**config.mk**
```make
export PLATFORM = sky130hd
export DESIGN_NAME = lcd_scan_engine
export DESIGN_NICKNAME = d
export VERILOG_FILES = /design/src/rtl/lcd_scan_engine.sv
export SDC_FILE = /design/constraint.sdc
export NUM_CORES = 1
export LEC_CHECK = 0
export ABC_AREA = 1
export BUFFER_PORTS_ARGS = -buffer_cell sky130_fd_sc_hd__buf_4
export CAP_MARGIN = 20
export CORE_UTILIZATION = 50
export CTS_CLUSTER_DIAMETER = 30
export DETAILED_ROUTE_END_ITERATION = 7
export PLACE_DENSITY = 0.73
export SLEW_MARGIN = 20
export SYNTH_ARGS = -nofsm -noshare
export SYNTH_HDL_FRONTEND = slang
export SYNTH_SLANG_ARGS = --single-unit
```
**constraint.sdc**
```tcl
create_clock -name clk -period 10.4 [get_ports clk]
set_clock_uncertainty 0.2 [all_clocks]
set_input_delay 0 -clock clk [delete_from_list [all_inputs] [get_ports clk]]
set_output_delay 0 -clock clk [all_outputs]
set_load 0.05 [all_outputs]
```
**src/rtl/lcd_scan_engine.sv**
```systemverilog
module lcd_scan_engine #(
  parameter int CLKS_PER_LINE = 120,
  parameter int COMMONS       = 33,
  parameter int SEGS          = 120,
  parameter int DOTS          = 5,
  parameter int BLINK_FRAMES  = 25,
  localparam int IW           = $clog2(COMMONS)
) (
  input  logic            clk,
  input  logic            rst_n,
  input  logic            disp_on,
  input  logic            cursor_on,
  input  logic            blink_on,
  input  logic            four_line,
  input  logic [5:0]      shift_ofs,
  input  logic [6:0]      cursor_addr,
  output logic [6:0]      dd_addr,
  input  logic [7:0]      dd_data,
  output logic            font_req,
  output logic [7:0]      font_code,
  output logic [2:0]      font_row,
  input  logic [DOTS-1:0] font_data,
  output logic [5:0]      icon_addr,
  input  logic [DOTS-1:0] icon_data,
  output logic [IW-1:0]   com_sel,
  output logic [SEGS-1:0] seg_latch,
  output logic            seg_load,
  output logic            frame_strobe
);
  localparam int CHARS = SEGS / DOTS;
  localparam int ICONS = 16;
  localparam int CW    = $clog2(CLKS_PER_LINE);
  localparam int KW    = $clog2(CHARS);
  localparam int BW    = $clog2(BLINK_FRAMES) + 1;

  function automatic logic [DOTS-1:0] mirror(input logic [DOTS-1:0] x);
    for (int i = 0; i < DOTS; i++) mirror[i] = x[DOTS-1-i];
  endfunction

  logic [CW-1:0]   cyc;
  logic [IW-1:0]   bidx;
  logic [SEGS-1:0] row_buf;
  logic [BW-1:0]   fcnt;
  logic            phase;
  logic            s1_v, s1_hit, s2_v, s2_hit, i1_v;
  logic [KW-1:0]   s1_k, s2_k;
  logic [3:0]      i1_m;

  wire wrap     = (cyc == CW'(CLKS_PER_LINE - 1));
  wire fetch_ch = (bidx != '0) && (int'(cyc) < CHARS);
  wire fetch_ic = (bidx == '0) && (int'(cyc) < ICONS);

  wire [4:0] nm1 = 5'(bidx - IW'(1));
  wire [1:0] grp = nm1[4:3];
  wire [6:0] k7  = 7'(cyc);
  wire [6:0] ofs = {1'b0, shift_ofs};

  wire [6:0] p2  = (grp[0] ? 7'd24 : 7'd0) + k7 + ofs;
  wire [6:0] p2w = (p2 >= 7'd48) ? p2 - 7'd48 : p2;
  wire [6:0] a2  = {grp[1], 6'b0} + p2w;

  wire [6:0] p4  = k7 + ofs;
  wire [6:0] p4a = (p4 >= 7'd48) ? p4 - 7'd48 : p4;
  wire [6:0] p4b = (p4a >= 7'd24) ? p4a - 7'd24 : p4a;
  wire [6:0] a4  = {grp, 5'b0} + p4b;

  assign dd_addr   = four_line ? a4 : a2;
  assign icon_addr = 6'h3F - 6'(cyc);
  assign font_req  = s1_v;
  assign font_code = dd_data;
  assign font_row  = nm1[2:0];

  wire [DOTS-1:0] pat = (blink_on && phase && s2_hit) ? '1 :
                        (cursor_on && s2_hit) ? ~font_data : font_data;

  always_ff @(posedge clk) begin
    if (!rst_n) begin
      cyc <= '0; bidx <= '0; row_buf <= '0; seg_latch <= '0;
      com_sel <= IW'(COMMONS - 1); seg_load <= 1'b0; frame_strobe <= 1'b0;
      fcnt <= '0; phase <= 1'b0;
      s1_v <= 1'b0; s1_hit <= 1'b0; s1_k <= '0;
      s2_v <= 1'b0; s2_hit <= 1'b0; s2_k <= '0;
      i1_v <= 1'b0; i1_m <= '0;
    end else begin
      cyc          <= wrap ? '0 : cyc + CW'(1);
      s1_v         <= fetch_ch;
      s1_k         <= KW'(cyc);
      s1_hit       <= (dd_addr == cursor_addr);
      s2_v         <= s1_v;
      s2_k         <= s1_k;
      s2_hit       <= s1_hit;
      i1_v         <= fetch_ic;
      i1_m         <= 4'(cyc);
      seg_load     <= wrap;
      frame_strobe <= wrap && (bidx == '0);
      if (wrap) begin
        row_buf   <= '0;
        seg_latch <= disp_on ? row_buf : '0;
        com_sel   <= bidx;
        bidx      <= (bidx == IW'(COMMONS - 1)) ? '0 : bidx + IW'(1);
        if (bidx == '0) begin
          if (fcnt == BW'(BLINK_FRAMES - 1)) begin
            fcnt  <= '0;
            phase <= ~phase;
          end else begin
            fcnt <= fcnt + BW'(1);
          end
        end
      end else begin
        if (s2_v) row_buf[int'(s2_k)*DOTS +: DOTS] <= mirror(pat);
        if (i1_v) row_buf[int'(i1_m)*DOTS +: DOTS] <= mirror(icon_data);
      end
    end
  end

  a_r1_single_load: assert property (@(posedge clk) disable iff (!rst_n)
    seg_load |=> !seg_load);

  a_r1_com_order: assert property (@(posedge clk) disable iff (!rst_n)
    seg_load |-> com_sel == (($past(com_sel) == IW'(COMMONS - 1)) ? '0 : $past(com_sel) + IW'(1)));

  a_r1_frame_on_icon: assert property (@(posedge clk) disable iff (!rst_n)
    frame_strobe |-> (seg_load && com_sel == '0));

  a_r2_icon_upper_clear: assert property (@(posedge clk) disable iff (!rst_n)
    (seg_load && com_sel == '0) |-> seg_latch[SEGS-1:ICONS*DOTS] == '0);

  a_r9_blank_when_off: assert property (@(posedge clk) disable iff (!rst_n)
    (seg_load && !$past(disp_on)) |-> seg_latch == '0);

  a_r3_no_font_on_icon: assert property (@(posedge clk) disable iff (!rst_n)
    (bidx == '0 && int'(cyc) > 1 && int'(cyc) < CHARS) |-> !font_req);
endmodule

```
-- After elaboration in Yosys (flattened, before gate mapping)
Cells that the tools add are included.
W data, S select, Z words.
- add/sub/neg operators: 15
- $mul: 2
- $lt $le $gt $ge: 5
- eq/ne operators: 4
- shift-type cells: 4
- multiplexer cells: 16
- bitwise gates (word level): 3
- reductions and logical operators: 11
- operators with widths (cell ; number):
    $mux W120 ; 5
    $bwmux W120 ; 2
    $shift A5 B33 Y120 const A ; 2
    $shiftx A5 B33 Y120 ; 2
    $neg A7 Y33 ; 1
    $neg A8 Y33 ; 1
    $mux W7 ; 4
    $mux W5 ; 3
    $add A7 B6 Y7 ; 2
    $add A7 B7 Y7 ; 2
    $ge A7 B6 Y1 const B ; 2
    $lt A7 B5 Y1 const B ; 2
    $sub A7 B6 Y7 const B ; 2
    $add A6 B1 Y6 const B ; 2
    $mux W6 ; 2
    $mul A5 B3 Y8 const B ; 1
    $add A5 B7 Y7 ; 1
    $add A7 B1 Y7 const B ; 1
    $eq A7 B7 Y1 ; 1
    $eq A7 B7 Y1 const B ; 1
    $ge A7 B5 Y1 const B ; 1
    $mul A4 B3 Y7 const B ; 1
    $sub A7 B5 Y7 const B ; 1
    $eq A6 B5 Y1 const B ; 1
    other kinds (11) ; 17
- register bits after elaboration: 287
- output and inout bits: 153
- word-level logic and storage cells: 77

-- Logic depth before layout (Yosys ltp)
- word-level depth: 10
- gate-level depth with buffers: 31

-- Worst setup path before layout
OpenSTA, ideal clock, no wires.
- path type: register to output
- start: register cyc[2]
- end: output dd_addr[6]
- arrival: 3600 ps
- data required time: 10200 ps
- slack: 6600 ps
- cell stages (with the launch flop): 27
- buffers on the path: 0
- cell sequence: dfxtp_1 -> inv_1 -> fa_1 -> nor2_1 -> nor2_1 -> nand3_1 -> nand2_1 -> ha_1 -> inv_1 -> nand2_1 -> nand2_1 -> nand2_1 -> o21ai_1 -> nand2_1 -> xnor2_1 -> inv_1 -> ha_1 -> or2_2 -> nand2_1 -> inv_1 -> nand3_1 -> nand2_1 -> inv_1 -> nand2_1 -> nand3_1 -> nand2_1 -> inv_1
- longest elaborated chain between the ends: 7
- elaborated cells between the ends (all ways): 15
- those cells by class: add/sub: 8; order compare: 3; mux: 4
- ends and longest elaborated chain (item ; RTL line ; source):
    start, declared ; 40 ; logic [CW-1:0] cyc;
    start signal, assigned ; 85 ; cyc <= wrap ? '0 : cyc + CW'(1);
    $add A7 B6 Y7 ; 62 ; wire [6:0] p4 = k7 + ofs;
    $sub A7 B6 Y7 / $ge A7 B6 Y1 (equally long branches) ; 63 ; wire [6:0] p4a = (p4 >= 7'd48) ? p4 - 7'd48 : p4;
    $mux W7 ; 63 ;
    $sub A7 B5 Y7 / $ge A7 B5 Y1 (equally long branches) ; 64 ; wire [6:0] p4b = (p4a >= 7'd24) ? p4a - 7'd24 : p4a;
    $mux W7 ; 64 ;
    $add A7 B7 Y7 ; 65 ; wire [6:0] a4 = {grp, 5'b0} + p4b;
    $mux W7 (*) ; 67 ; assign dd_addr = four_line ? a4 : a2;
    end, declared ; 17 ; output logic [6:0] dd_addr,
Mark *: on every way between the ends. The rest lies on a longest branch, timed or not.

-- Worst setup path in the final report
- start: register bidx[2]
- end: register s1_hit
- longest elaborated chain between the ends: 9
- elaborated cells between the ends (all ways): 11
- those cells by class: add/sub: 6; order compare: 1; eq/ne: 1; mux: 3
- ends and longest elaborated chain (item ; RTL line ; source):
    start, declared ; 41 ; logic [IW-1:0] bidx;
    start signal, assigned ; 100 ; bidx <= (bidx == IW'(COMMONS - 1)) ? '0 : bidx + IW'(1);
    $sub A5 B1 Y5 (*) ; 53 ; wire [4:0] nm1 = 5'(bidx - IW'(1));
    $mux W5 ; 58 ; wire [6:0] p2 = (grp[0] ? 7'd24 : 7'd0) + k7 + ofs;
    $add A5 B7 Y7 ; 58 ;
    $add A7 B6 Y7 ; 58 ;
    $sub A7 B6 Y7 / $ge A7 B6 Y1 (equally long branches) ; 59 ; wire [6:0] p2w = (p2 >= 7'd48) ? p2 - 7'd48 : p2;
    $mux W7 ; 59 ;
    $add A7 B7 Y7 ; 60 ; wire [6:0] a2 = {grp[1], 6'b0} + p2w;
    $mux W7 (*) ; 67 ;
    $eq A7 B7 Y1 (*) ; 88 ; s1_hit <= (dd_addr == cursor_addr);
    end signal, assigned ; 88 ;
    end, declared ; 45 ; logic s1_v, s1_hit, s2_v, s2_hit, i1_v;
Marked as above.
A chain may end at the register's enable or synchronous reset.

==> key figures <==
Run status
  • Outcome: completed

Synthesis
  • Async set-or-reset flop fraction in the synthesized netlist: 0%
  • Netlist Area Pre-Place: 12600 sq um
  • Post-synthesis cell count: 1528
  • Syn nets: 1598
  • Post-synth top area share: 45.0%
  • Yosys warns: 0
  • Sequential-to-total area share from yosys stat: 45.0%
  • Top FF cell, synth: dfxtp_1
  • Number of synthesized flops with an enable pin: 0
  • Synth cell types: between 50 and 60
  • Top cells by area, synth: dfxtp_1 (45%), a32o_1 (9.5%), nand2_1 (6.0%), inv_1 (5.8%), a21oi_1 (5.1%)
  • Synth area leader: dfxtp_1
  • Seq cells post-synth: roughly 280
  • Syn_area_per_cell: approximately 8 sq um

Hold path
  • Hold/Removal Path Class: in -> reg

Finish
  • Layout net count: 1784
  • Post-layout util: 66.0%
  • Commonest non-fill, non-tap cell in the layout: dfxtp_1
  • Sequential cell area: 5670 sq um
  • Share of cells above drive strength 1: 18.3%
  • Commonest non-fill, non-tap cells in the layout: dfxtp_1 (283), nand2_1 (202), inv_1 (193)
  • Antenna diodes: 0
  • Fillers: 2011
  • Area occupied by multi-input gates: 5790 sq um
  • P&R area growth vs syn: 28.3%

GRT
  • Largest net degree at the start of global routing: 114
  • Vias in the first global route: 11200
  • Initial antenna violation count: 0
  • First-pass GRT wire length: roughly 60000 um
  • Gr ovfl total: 0
  • GR Util All Layers: 28.2%

Placement
  • DPL Wire Length: about 25000 um
  • Port buffer count: 173
  • Place WS: ~6.3 ns
  • GPL Wtd Cong: between 0.9 and 1

Drt
  • DR WL/cell: 17.9 um
  • ANT nets after route: 0
  • DR pass1 iterations: 6
  • DRC: 0
  • DR vias/cell: 5.76
  • Initial drt markers: 1103
  • Routed wire length: 37200 um
  • Via count: 12000

Pwr
  • VDD IR-drop max: 0.000154 V
  • Power Density: 191 nW/um^2
  • Leak pwr: 6.77 nW

Setup path
  • Reg2reg setup slack: roughly 5 ns
  • Critical Path Start Type: register
  • Reg-to-Reg End: s1_hit
  • Crit path to: s1_hit
  • CP Launch Point: bidx[2]
  • Critical path peak fanout: 7
  • Critical Path AT: 5.79 ns
  • WP data required: about 11 ns
  • R2r startpoint: bidx[2]
  • Reg2reg path depth: 23
  • Critical path endpoint category: register
  • Crit Path Class: reg -> reg

Die
  • Starting Density: between 50% and 60%
  • IO Pins: 190
  • Die X: 161 um
  • Die H: between 150 and 200 um
  • Core area: between 20000 and 25000 sq um
  • Die ar.: between 20000 and 30000 sq um
  • # rows: 57

STA
  • Final min period: 5.50 ns
  • RSZ-0062 raised after global routing: false
  • Fmax: ~180 MHz
  • Hold slack: 0.0340 ns
  • Worst slew pin tran: 1.12 ns
  • Final setup viols: 0
  • Setup tns final: 0 ns
  • Post-route clock period utilization: 52.9%
  • Relative slew margins: 24.5%
  • Final worst slack: 4.90 ns
  • Hold Fails Final Rpt: 0
  • Max Slew Vio Count: 0

CTS
  • Worst skew pair latency: 0.56 ns
  • Num Clock Sinks: 283
  • H-tree level count: 2
  • Root Buffer: clkbuf_16
  • Clock transition at path regs: approximately 0.05 ns
  • TritonCTS Buffers: 51
  • TritonCTS clock tree: done
  • Maximum buffer depth of the clock tree: 3

Run
  • Max cap viols: 0
metrics by stage:
step	instances	cell area [sq um]	power, mW
3_3_place_gp	1957	14000	1.34
6_report	2081	16100	3.09
3_5_place_dp	1957	14000	1.35
4_1_cts	2080	16100	3.09
5_1_grt	2081	16100	3.18
2_1_floorplan	1528	12600	1.29
synth_stat cells (7+ instances only):
cell type,n
a211oi_1,11
a21oi_1,128
a221oi_1,12
a32o_1,120
buf_2,19
buf_4,10
clkbuf_1,41
dfxtp_1,283
ha_1,28
inv_1,193
inv_2,7
nand2_1,202
nand3_1,58
nand4_1,11
nor2_1,142
nor2_2,11
nor3_1,23
o211ai_1,34
o21ai_0,107
o22ai_1,8
xor2_1,14
how the worst min path moves through the flow:
| stage | cells after the start | startpoint | end | slack, ns |
|---|---|---|---|---|
| detailed placement | 0 | dd_data[0] | font_code[0] | -0.20 |
| global route | 5 | blink_on | register | 0.07 |
| finish | 7 | blink_on | row_buf[74] | 0.03 |
| CTS | 7 | blink_on | row_buf[74] | 0.006 |
| floorplan | 2 | rst_n | s1_k[4] | -0.10 |
| global placement | 0 | dd_data[0] | font_code[0] | -0.20 |
kinds of logic after synthesis:
kind of cell | Yosys count | synth area share, %
buffers and inverters | 282 | 9.07
AOI/OAI and AO/OA | 429 | 23.3
DFF | 283 | 45.0
adders and majority gates | 33 | 3.58
and+or+nand+nor | 479 | 17.2
xor gates and xnor gates | 22 | 1.80
final cells by class:
| type | instances | area share (%) |
|---|---|---|
| clock buffer | 64 | 8.71 |
| multi-input combinational | 963 | 35.9 |
| clock inverter | 32 | 2.73 |
| timing repair buffer | 208 | 10.2 |
| sequential | 283 | 35.1 |
| inverter | 207 | 4.85 |
| tap | 324 | 2.51 |
report_power, final:
part           internal (mW)  switching, mW
Sequential              1.09        0.00837
Combinational         0.0728          0.172
Clock                   1.15          0.592
Total                   2.31          0.772
what timing repair did:
action,CTS,global route
gates resized for setup,0,0
endpoints found under the hold margin,118,0
setup buffers,0,0
hold buffers,27,0
worst max-delay path: stages, from the launching register on:
cell and delay (ns):
dfxtp_1 0.31, inv_1 0.15, nand3_1 0.11, xor2_1 0.39
fa_1 0.50, ha_1 0.36, a21oi_1 0.16, nand2_1 0.10
xor2_1 0.21, inv_1 0.09, ha_1 0.19, ha_1 0.18
nand4_1 0.13, nand4_1 0.11, nand2_1 0.07, inv_1 0.05
a21oi_1 0.18, nand2_1 0.10, nand2_1 0.06, dlygate4sd3_1 0.54
nand3_1 0.06, dlygate4sd3_1 0.56, nor2_1 0.10, dlygate4sd3_1 0.55
layer usage:
| layer | track usage (%) | vias to the layer above | routed length, um |
|---|---|---|---|
| met5 | 0 | - | 0 |
| met4 | 10.2 | 0 | 1040 |
| met3 | 5.94 | 103 | 2960 |
| met2 | 47.0 | 498 | 17600 |
| met1 | 36.1 | 5689 | 15600 |
| li1 | - | 5691 | - |
Power figures use the tool's default switching activity.
